**config.mk**
```make
export PLATFORM = sky130hd
export DESIGN_NAME = beep_tone_gen
export DESIGN_NICKNAME = d
export VERILOG_FILES = /design/src/rtl/beep_pkg.sv /design/src/rtl/beep_prescale_counter.sv /design/src/rtl/beep_regs.sv /design/src/rtl/beep_tap_select.sv /design/src/rtl/beep_tone_gen.sv
export SDC_FILE = /design/constraint.sdc
export NUM_CORES = 1
export LEC_CHECK = 0
export ABC_AREA = 1
export BUFFER_PORTS_ARGS = -buffer_cell sky130_fd_sc_hd__buf_2
export CORE_ASPECT_RATIO = 1.5
export CORE_UTILIZATION = 45
export DETAILED_ROUTE_END_ITERATION = 10
export GPL_ROUTABILITY_DRIVEN = 0
export MAX_ROUTING_LAYER = met4
export PLACE_DENSITY = 0.7
export SLEW_MARGIN = 20
export SYNTH_ARGS = -nofsm -noshare
export SYNTH_HDL_FRONTEND = slang
export SYNTH_SLANG_ARGS = --single-unit
```
**constraint.sdc**
```tcl
create_clock -name clk -period 2.6 [get_ports clk]
set_input_delay 0.52 -clock clk [delete_from_list [all_inputs] [get_ports clk]]
set_output_delay 0.52 -clock clk [all_outputs]
set_load 0.01 [all_outputs]
```
**src/rtl/beep_pkg.sv**
```systemverilog
package beep_pkg;

   typedef enum logic [1:0] {
      FREQ_FULL = 2'b00,
      FREQ_HALF = 2'b01,
      FREQ_SLOW = 2'b10,
      FREQ_RSVD = 2'b11
   } freq_code_e;

endpackage

```
**src/rtl/beep_prescale_counter.sv**
```systemverilog
module beep_prescale_counter #(
   parameter int CNT_W = 19
) (
   input  logic             clk,
   input  logic             rst_n,
   output logic             half_o,
   output logic [CNT_W-1:0] cnt_o
);

   if (CNT_W < 2) begin : g_bad_width
      $error("beep_prescale_counter: CNT_W must be at least 2");
   end

   logic             phase_q;
   logic [CNT_W-1:0] cnt_q;

   // phase_q divides the system clock by two; the count moves on its high half
   always_ff @(posedge clk or negedge rst_n) begin
      if (!rst_n) begin
         phase_q <= 1'b0;
         cnt_q   <= '0;
      end else begin
         phase_q <= ~phase_q;
         if (phase_q) begin
            cnt_q <= cnt_q + 1'b1;
         end
      end
   end

   assign half_o = phase_q;
   assign cnt_o  = cnt_q;

endmodule

```
**src/rtl/beep_regs.sv**
```systemverilog
module beep_regs #(
   parameter int ADDR_W    = 2,
   parameter int DATA_W    = 32,
   parameter int SEL_LSB   = 10,
   parameter int SEL_W     = 9,
   parameter int CTRL_ADDR = 0,
   parameter int SEL_ADDR  = 1
) (
   input  logic              clk,
   input  logic              rst_n,
   input  logic              wr_en_i,
   input  logic [ADDR_W-1:0] wr_addr_i,
   input  logic [DATA_W-1:0] wr_data_i,
   output logic              en_o,
   output logic [SEL_W-1:0]  sel_o
);

   localparam int SEL_MSB = SEL_LSB + SEL_W - 1;

   if (SEL_MSB >= DATA_W) begin : g_bad_field
      $error("beep_regs: select field does not fit in the data word");
   end
   if (CTRL_ADDR == SEL_ADDR) begin : g_bad_map
      $error("beep_regs: control and select addresses must differ");
   end
   if (CTRL_ADDR >= (1 << ADDR_W) || SEL_ADDR >= (1 << ADDR_W)) begin : g_bad_addr
      $error("beep_regs: register address out of range");
   end

   localparam logic [ADDR_W-1:0] CTRL_A = ADDR_W'(CTRL_ADDR);
   localparam logic [ADDR_W-1:0] SEL_A  = ADDR_W'(SEL_ADDR);

   logic             en_q;
   logic [SEL_W-1:0] sel_q;

   always_ff @(posedge clk or negedge rst_n) begin
      if (!rst_n) begin
         en_q  <= 1'b0;
         sel_q <= '0;
      end else if (wr_en_i) begin
         if (wr_addr_i == CTRL_A) begin
            en_q <= wr_data_i[0];
         end
         if (wr_addr_i == SEL_A) begin
            sel_q <= wr_data_i[SEL_MSB:SEL_LSB];
         end
      end
   end

   assign en_o  = en_q;
   assign sel_o = sel_q;

endmodule

```
**src/rtl/beep_tap_select.sv**
```systemverilog
module beep_tap_select
   import beep_pkg::*;
#(
   parameter int CNT_W      = 19,
   parameter int SEL_LSB    = 10,
   parameter int SEL_W      = 9,
   parameter int HALF_SHIFT = 1,
   parameter int SLOW_SHIFT = 5
) (
   input  logic             clk,
   input  logic             rst_n,
   input  logic [CNT_W-1:0] cnt_i,
   input  logic [SEL_W-1:0] sel_i,
   input  logic             en_i,
   input  logic [1:0]       freq_i,
   output logic             beep_o
);

   localparam int IDX_W   = $clog2(CNT_W);
   localparam int POS_W   = (SEL_W > 1) ? $clog2(SEL_W) : 1;
   localparam int MAX_SH  = (HALF_SHIFT > SLOW_SHIFT) ? HALF_SHIFT : SLOW_SHIFT;
   localparam bit NEEDSAT = (SEL_LSB < MAX_SH);

   if (SEL_LSB + SEL_W > CNT_W) begin : g_bad_cnt
      $error("beep_tap_select: counter too narrow for the select field");
   end
   if (HALF_SHIFT < 0 || SLOW_SHIFT < 0 || MAX_SH >= CNT_W) begin : g_bad_shift
      $error("beep_tap_select: shift amounts out of range");
   end

   // one-hot to binary: each position bit is the OR of the select lines
   // whose index has that bit set
   logic [POS_W-1:0] pos;
   for (genvar b = 0; b < POS_W; b++) begin : g_enc
      logic [SEL_W-1:0] mask;
      for (genvar i = 0; i < SEL_W; i++) begin : g_m
         assign mask[i] = ((i >> b) & 1) != 0;
      end
      assign pos[b] = |(sel_i & mask);
   end

   logic valid;
   assign valid = $onehot(sel_i);

   logic [IDX_W-1:0] idx_raw;
   logic [IDX_W-1:0] shamt;
   logic [IDX_W-1:0] idx;

   assign idx_raw = IDX_W'(SEL_LSB) + IDX_W'(pos);

   always_comb begin
      unique case (freq_code_e'(freq_i))
         FREQ_HALF: shamt = IDX_W'(HALF_SHIFT);
         FREQ_SLOW: shamt = IDX_W'(SLOW_SHIFT);
         default:   shamt = '0;
      endcase
   end

   // a comparator is only built when a shift can reach below bit 0
   if (NEEDSAT) begin : g_sat
      assign idx = (idx_raw < shamt) ? '0 : (idx_raw - shamt);
   end else begin : g_plain
      assign idx = idx_raw - shamt;
   end

   logic beep_q;
   always_ff @(posedge clk or negedge rst_n) begin
      if (!rst_n) begin
         beep_q <= 1'b0;
      end else begin
         beep_q <= en_i & valid & cnt_i[idx];
      end
   end

   assign beep_o = beep_q;

endmodule

```
**src/rtl/beep_tone_gen.sv**
```systemverilog
module beep_tone_gen #(
   parameter int ADDR_W     = 2,
   parameter int DATA_W     = 32,
   parameter int CNT_W      = 19,
   parameter int SEL_LSB    = 10,
   parameter int SEL_W      = 9,
   parameter int CTRL_ADDR  = 0,
   parameter int SEL_ADDR   = 1,
   parameter int HALF_SHIFT = 1,
   parameter int SLOW_SHIFT = 5
) (
   input  logic              clk,
   input  logic              rst_n,
   input  logic              wr_en_i,
   input  logic [ADDR_W-1:0] wr_addr_i,
   input  logic [DATA_W-1:0] wr_data_i,
   input  logic [1:0]        freq_i,
   output logic              beep_o
);

   logic             half_q;
   logic [CNT_W-1:0] cnt_q;
   logic             en_q;
   logic [SEL_W-1:0] sel_q;

   beep_prescale_counter #(
      .CNT_W(CNT_W)
   ) u_cnt (
      .clk    (clk),
      .rst_n  (rst_n),
      .half_o (half_q),
      .cnt_o  (cnt_q)
   );

   beep_regs #(
      .ADDR_W    (ADDR_W),
      .DATA_W    (DATA_W),
      .SEL_LSB   (SEL_LSB),
      .SEL_W     (SEL_W),
      .CTRL_ADDR (CTRL_ADDR),
      .SEL_ADDR  (SEL_ADDR)
   ) u_regs (
      .clk       (clk),
      .rst_n     (rst_n),
      .wr_en_i   (wr_en_i),
      .wr_addr_i (wr_addr_i),
      .wr_data_i (wr_data_i),
      .en_o      (en_q),
      .sel_o     (sel_q)
   );

   beep_tap_select #(
      .CNT_W      (CNT_W),
      .SEL_LSB    (SEL_LSB),
      .SEL_W      (SEL_W),
      .HALF_SHIFT (HALF_SHIFT),
      .SLOW_SHIFT (SLOW_SHIFT)
   ) u_tap (
      .clk    (clk),
      .rst_n  (rst_n),
      .cnt_i  (cnt_q),
      .sel_i  (sel_q),
      .en_i   (en_q),
      .freq_i (freq_i),
      .beep_o (beep_o)
   );

endmodule

```
==> impl_metrics.tcl <==
set metrics [dict create \
    avgSynthCellArea_sq_um 8.51 \
    hold_class "primary input to asynchronous set/reset pin" \
    ant_nets 0 \
    maxCapViolations 0 \
    synth_cells 230 \
    status "finished, violations left" \
    syn_area_sq_mm 0.00196 \
    cts_tree "done" \
    slew_headroom 0.537 \
    clockBufferDepth 2 \
    leakage_nw 1.16 \
    path_cells "inv_2 > ha_4 > inv_2 > fa_2 > inv_2 > fa_2 > ha_4 > fa_1 > nor3_2 > nand3_1 > a21oi_2 > nand2_1 > nor2_1" \
    slowest_delay_ps 560 \
    rsz0062_at_grt "yes" \
    synth_area_leader_cell "dfrtp_1" \
    cts_sinks 31 \
    drv_slew 0 \
    hold_slack_ps 275 \
    reg2reg_to "u_tap.beep_o$_DFF_PN0_" \
    htree_num_levels 2 \
    final_area_sq_mm 0.00230 \
    grt.total_usage 0.183 \
    endpoint_kind "flip-flop" \
    dieArea_sq_mm 0.00462 \
    grt.overflow.total 0 \
    avgViaCountPerCell 4.91 \
    reg2regPathDepth 13 \
    ys_seq_area_frac 0.396 \
    p_int_mw 0.998 \
    path_class "flip-flop to flip-flop" \
    violations "negative setup slack" \
    ir_drop_mv 0.454 \
    r2r_start "u_regs.sel_o[3]$_DFFE_PN0P_" \
    place_ws_ps -341 \
    placement.io_buffers 17 \
    antenna_found_initial 0 \
    comb_power_share 0.344 \
    drc 0 \
    finalSetupViolations 1 \
    cts.clk_slew.worst_paths_ps 60 \
    path_max_fanout 3 \
    ios 40 \
    pwr-share-seq 0.368 \
    arrival_ps 3060 \
    antennaDiodeCount 0 \
    clkLatencyLatePin_ps 280 \
    grt_max_degree 32 \
    core_sq_mm 0.00421 \
    ys_warn_count 0 \
    yosys-top-cells-area "dfrtp_1 (40%), ha_1 (9.6%), nand2_1 (8.4%), inv_1 (7.3%), xor2_1 (6.3%)" \
    fin_ws_ps -241 \
    layout_commonest_cell "nand2_1" \
    grt_pass1_vias 1463 \
    ys_types 24 \
    p_sw_frac 0.311 \
    rows 29 \
    nets 320 \
    cts-root-buf "clkbuf_8" \
    final_cell_mix "nand2_1 (44), inv_1 (31), dfrtp_1 (31)" \
    grt_pass1_wl_microns 6310 \
    cp_slowest_cell "fa_2" \
    worstPathRequired_ps 2820 \
    syn_to_final_growth_pct 17.4 \
    period_needed_ps 2840 \
    vias 1512 \
    syn-num-nets 289 \
    ys_ff_latch 31 \
    tightest_slew_ps 695 \
    cts_buffers 5 \
    fmax_mhz 352 \
    place_area_sq_mm 0.00214 \
    drtPass1Iterations 4 \
    start_kind "flip-flop" \
    worst-r2r-setup-slack_ps -240 \
    wl_microns 3560 \
    wl_per_cell_microns 11.5 \
    hold_viol 0 \
    power.switching_mw 0.449 \
    startpoint "u_regs.sel_o[3]$_DFFE_PN0P_" \
    dieHeight_microns 82.8 \
    synth.top_cell.area_share 0.396 \
    dp_hpwl_microns 2720 \
    min_period_over_period 1.09 \
    drive_gt1_frac 0.240 \
    clkPwrFrac 0.288 \
    cpMostUsedCell "inv_2" \
    die_w_microns 55.9 \
    dr.first_iter.drc_count 43 \
    skew_ps 3.96 \
    initial_core_util 0.465 \
    powerDensity_mw_per_mm2 629 \
]
==> stage by stage <==
stage	utilization	instances	TNS (ps)	power, mW
detailed placement	0.507	297	-341	0.935
global placement	0.507	297	-329	0.921
global route	0.546	308	-410	1.56
floorplan	-	230	-190	0.811
CTS	0.538	306	-370	1.43
finish	0.546	308	-241	1.45
==> worst max-delay path, delay by kind of cell (launching register included) <==
kind	cells	cell delay [ps]
AND/OR/NAND/NOR	4	330
buffers and inverters	3	140
AO/OA/AOI/OAI	1	100
flip-flops	1	400
adder cells (fa/ha/maj)	5	1790
==> cells by family (layout without fill, tap and decap cells) <==
kind of cell,count (synthesis),after routing,share of synthesized area
multiplexers,3,3,0.0173
adder cells (fa/ha/maj),20,20,0.147
XOR/XNOR,18,18,0.0805
AO/OA/AOI/OAI,11,11,0.0288
AND/OR/NAND/NOR,105,105,0.245
buffers and inverters,42,74,0.0850
flip-flops,31,31,0.396
==> synth_stat cells (all sizes together) <==
| master | number |
|---|---|
| a21oi | 10 |
| a31oi | 1 |
| buf | 3 |
| dfrtp | 31 |
| fa | 5 |
| ha | 15 |
| inv | 39 |
| mux2 | 3 |
| nand2 | 47 |
| nand3 | 14 |
| nand3b | 1 |
| nand4 | 4 |
| nor2 | 34 |
| nor3 | 4 |
| nor4 | 1 |
| xnor2 | 4 |
| xor2 | 14 |
==> sequential cells by signal (all words and copies together), names as in the netlist <==
register and count:
u_cnt.cnt_o 19, u_cnt.half_o 1, u_regs.en_o 1, u_regs.sel_o 9, u_tap.beep_o 1
==> power groups by stage <==
stage	Clock, mW	Sequential [mW]	Combinational (mW)
finish	0.416	0.533	0.498
detailed placement	0	0.540	0.395
floorplan	0	0.537	0.274
global route	0.450	0.535	0.578
global placement	0	0.539	0.382
CTS	0.430	0.532	0.463
==> per-layer routing <==
| metal | vias to the layer above | GRT usage | part of all wire |
|---|---|---|---|
| met1 | 708 | 0.183 | 0.40 |
| met3 | 13 | 0.0326 | 0.024 |
| met4 | 0 | 0.110 | 0.044 |
| met5 | - | - | 0 |
| met2 | 21 | 0.335 | 0.53 |
| li1 | 770 | - | - |
==> layout make-up <==
class                   count  area [sq um]
clock buffers               8           100
well taps                  46          57.6
repair buffers             27           160
multi-input cells         157          1060
inverters                  39           146
flip-flops and latches     31           776
fillers                   404          1910
==> what timing repair did <==
item	CTS	global route
resized for setup	8	7
hold buffers	0	0
cloned	0	0
pin swaps	11	9
setup buffers	1	2
endpoints found under the setup margin	1	1
==> how the worst max path moves through the flow <==
stage | endpoint | cells past startpoint | slack [ps]
floorplan | u_tap.beep_o$_DFF_PN0_ | 12 | -190
global placement | u_tap.beep_o$_DFF_PN0_ | 13 | -330
detailed placement | u_tap.beep_o$_DFF_PN0_ | 12 | -340
CTS | u_tap.beep_o$_DFF_PN0_ | 12 | -370
global route | u_tap.beep_o$_DFF_PN0_ | 13 | -410
finish | u_tap.beep_o$_DFF_PN0_ | 13 | -240
Power figures use the tool's default switching activity.
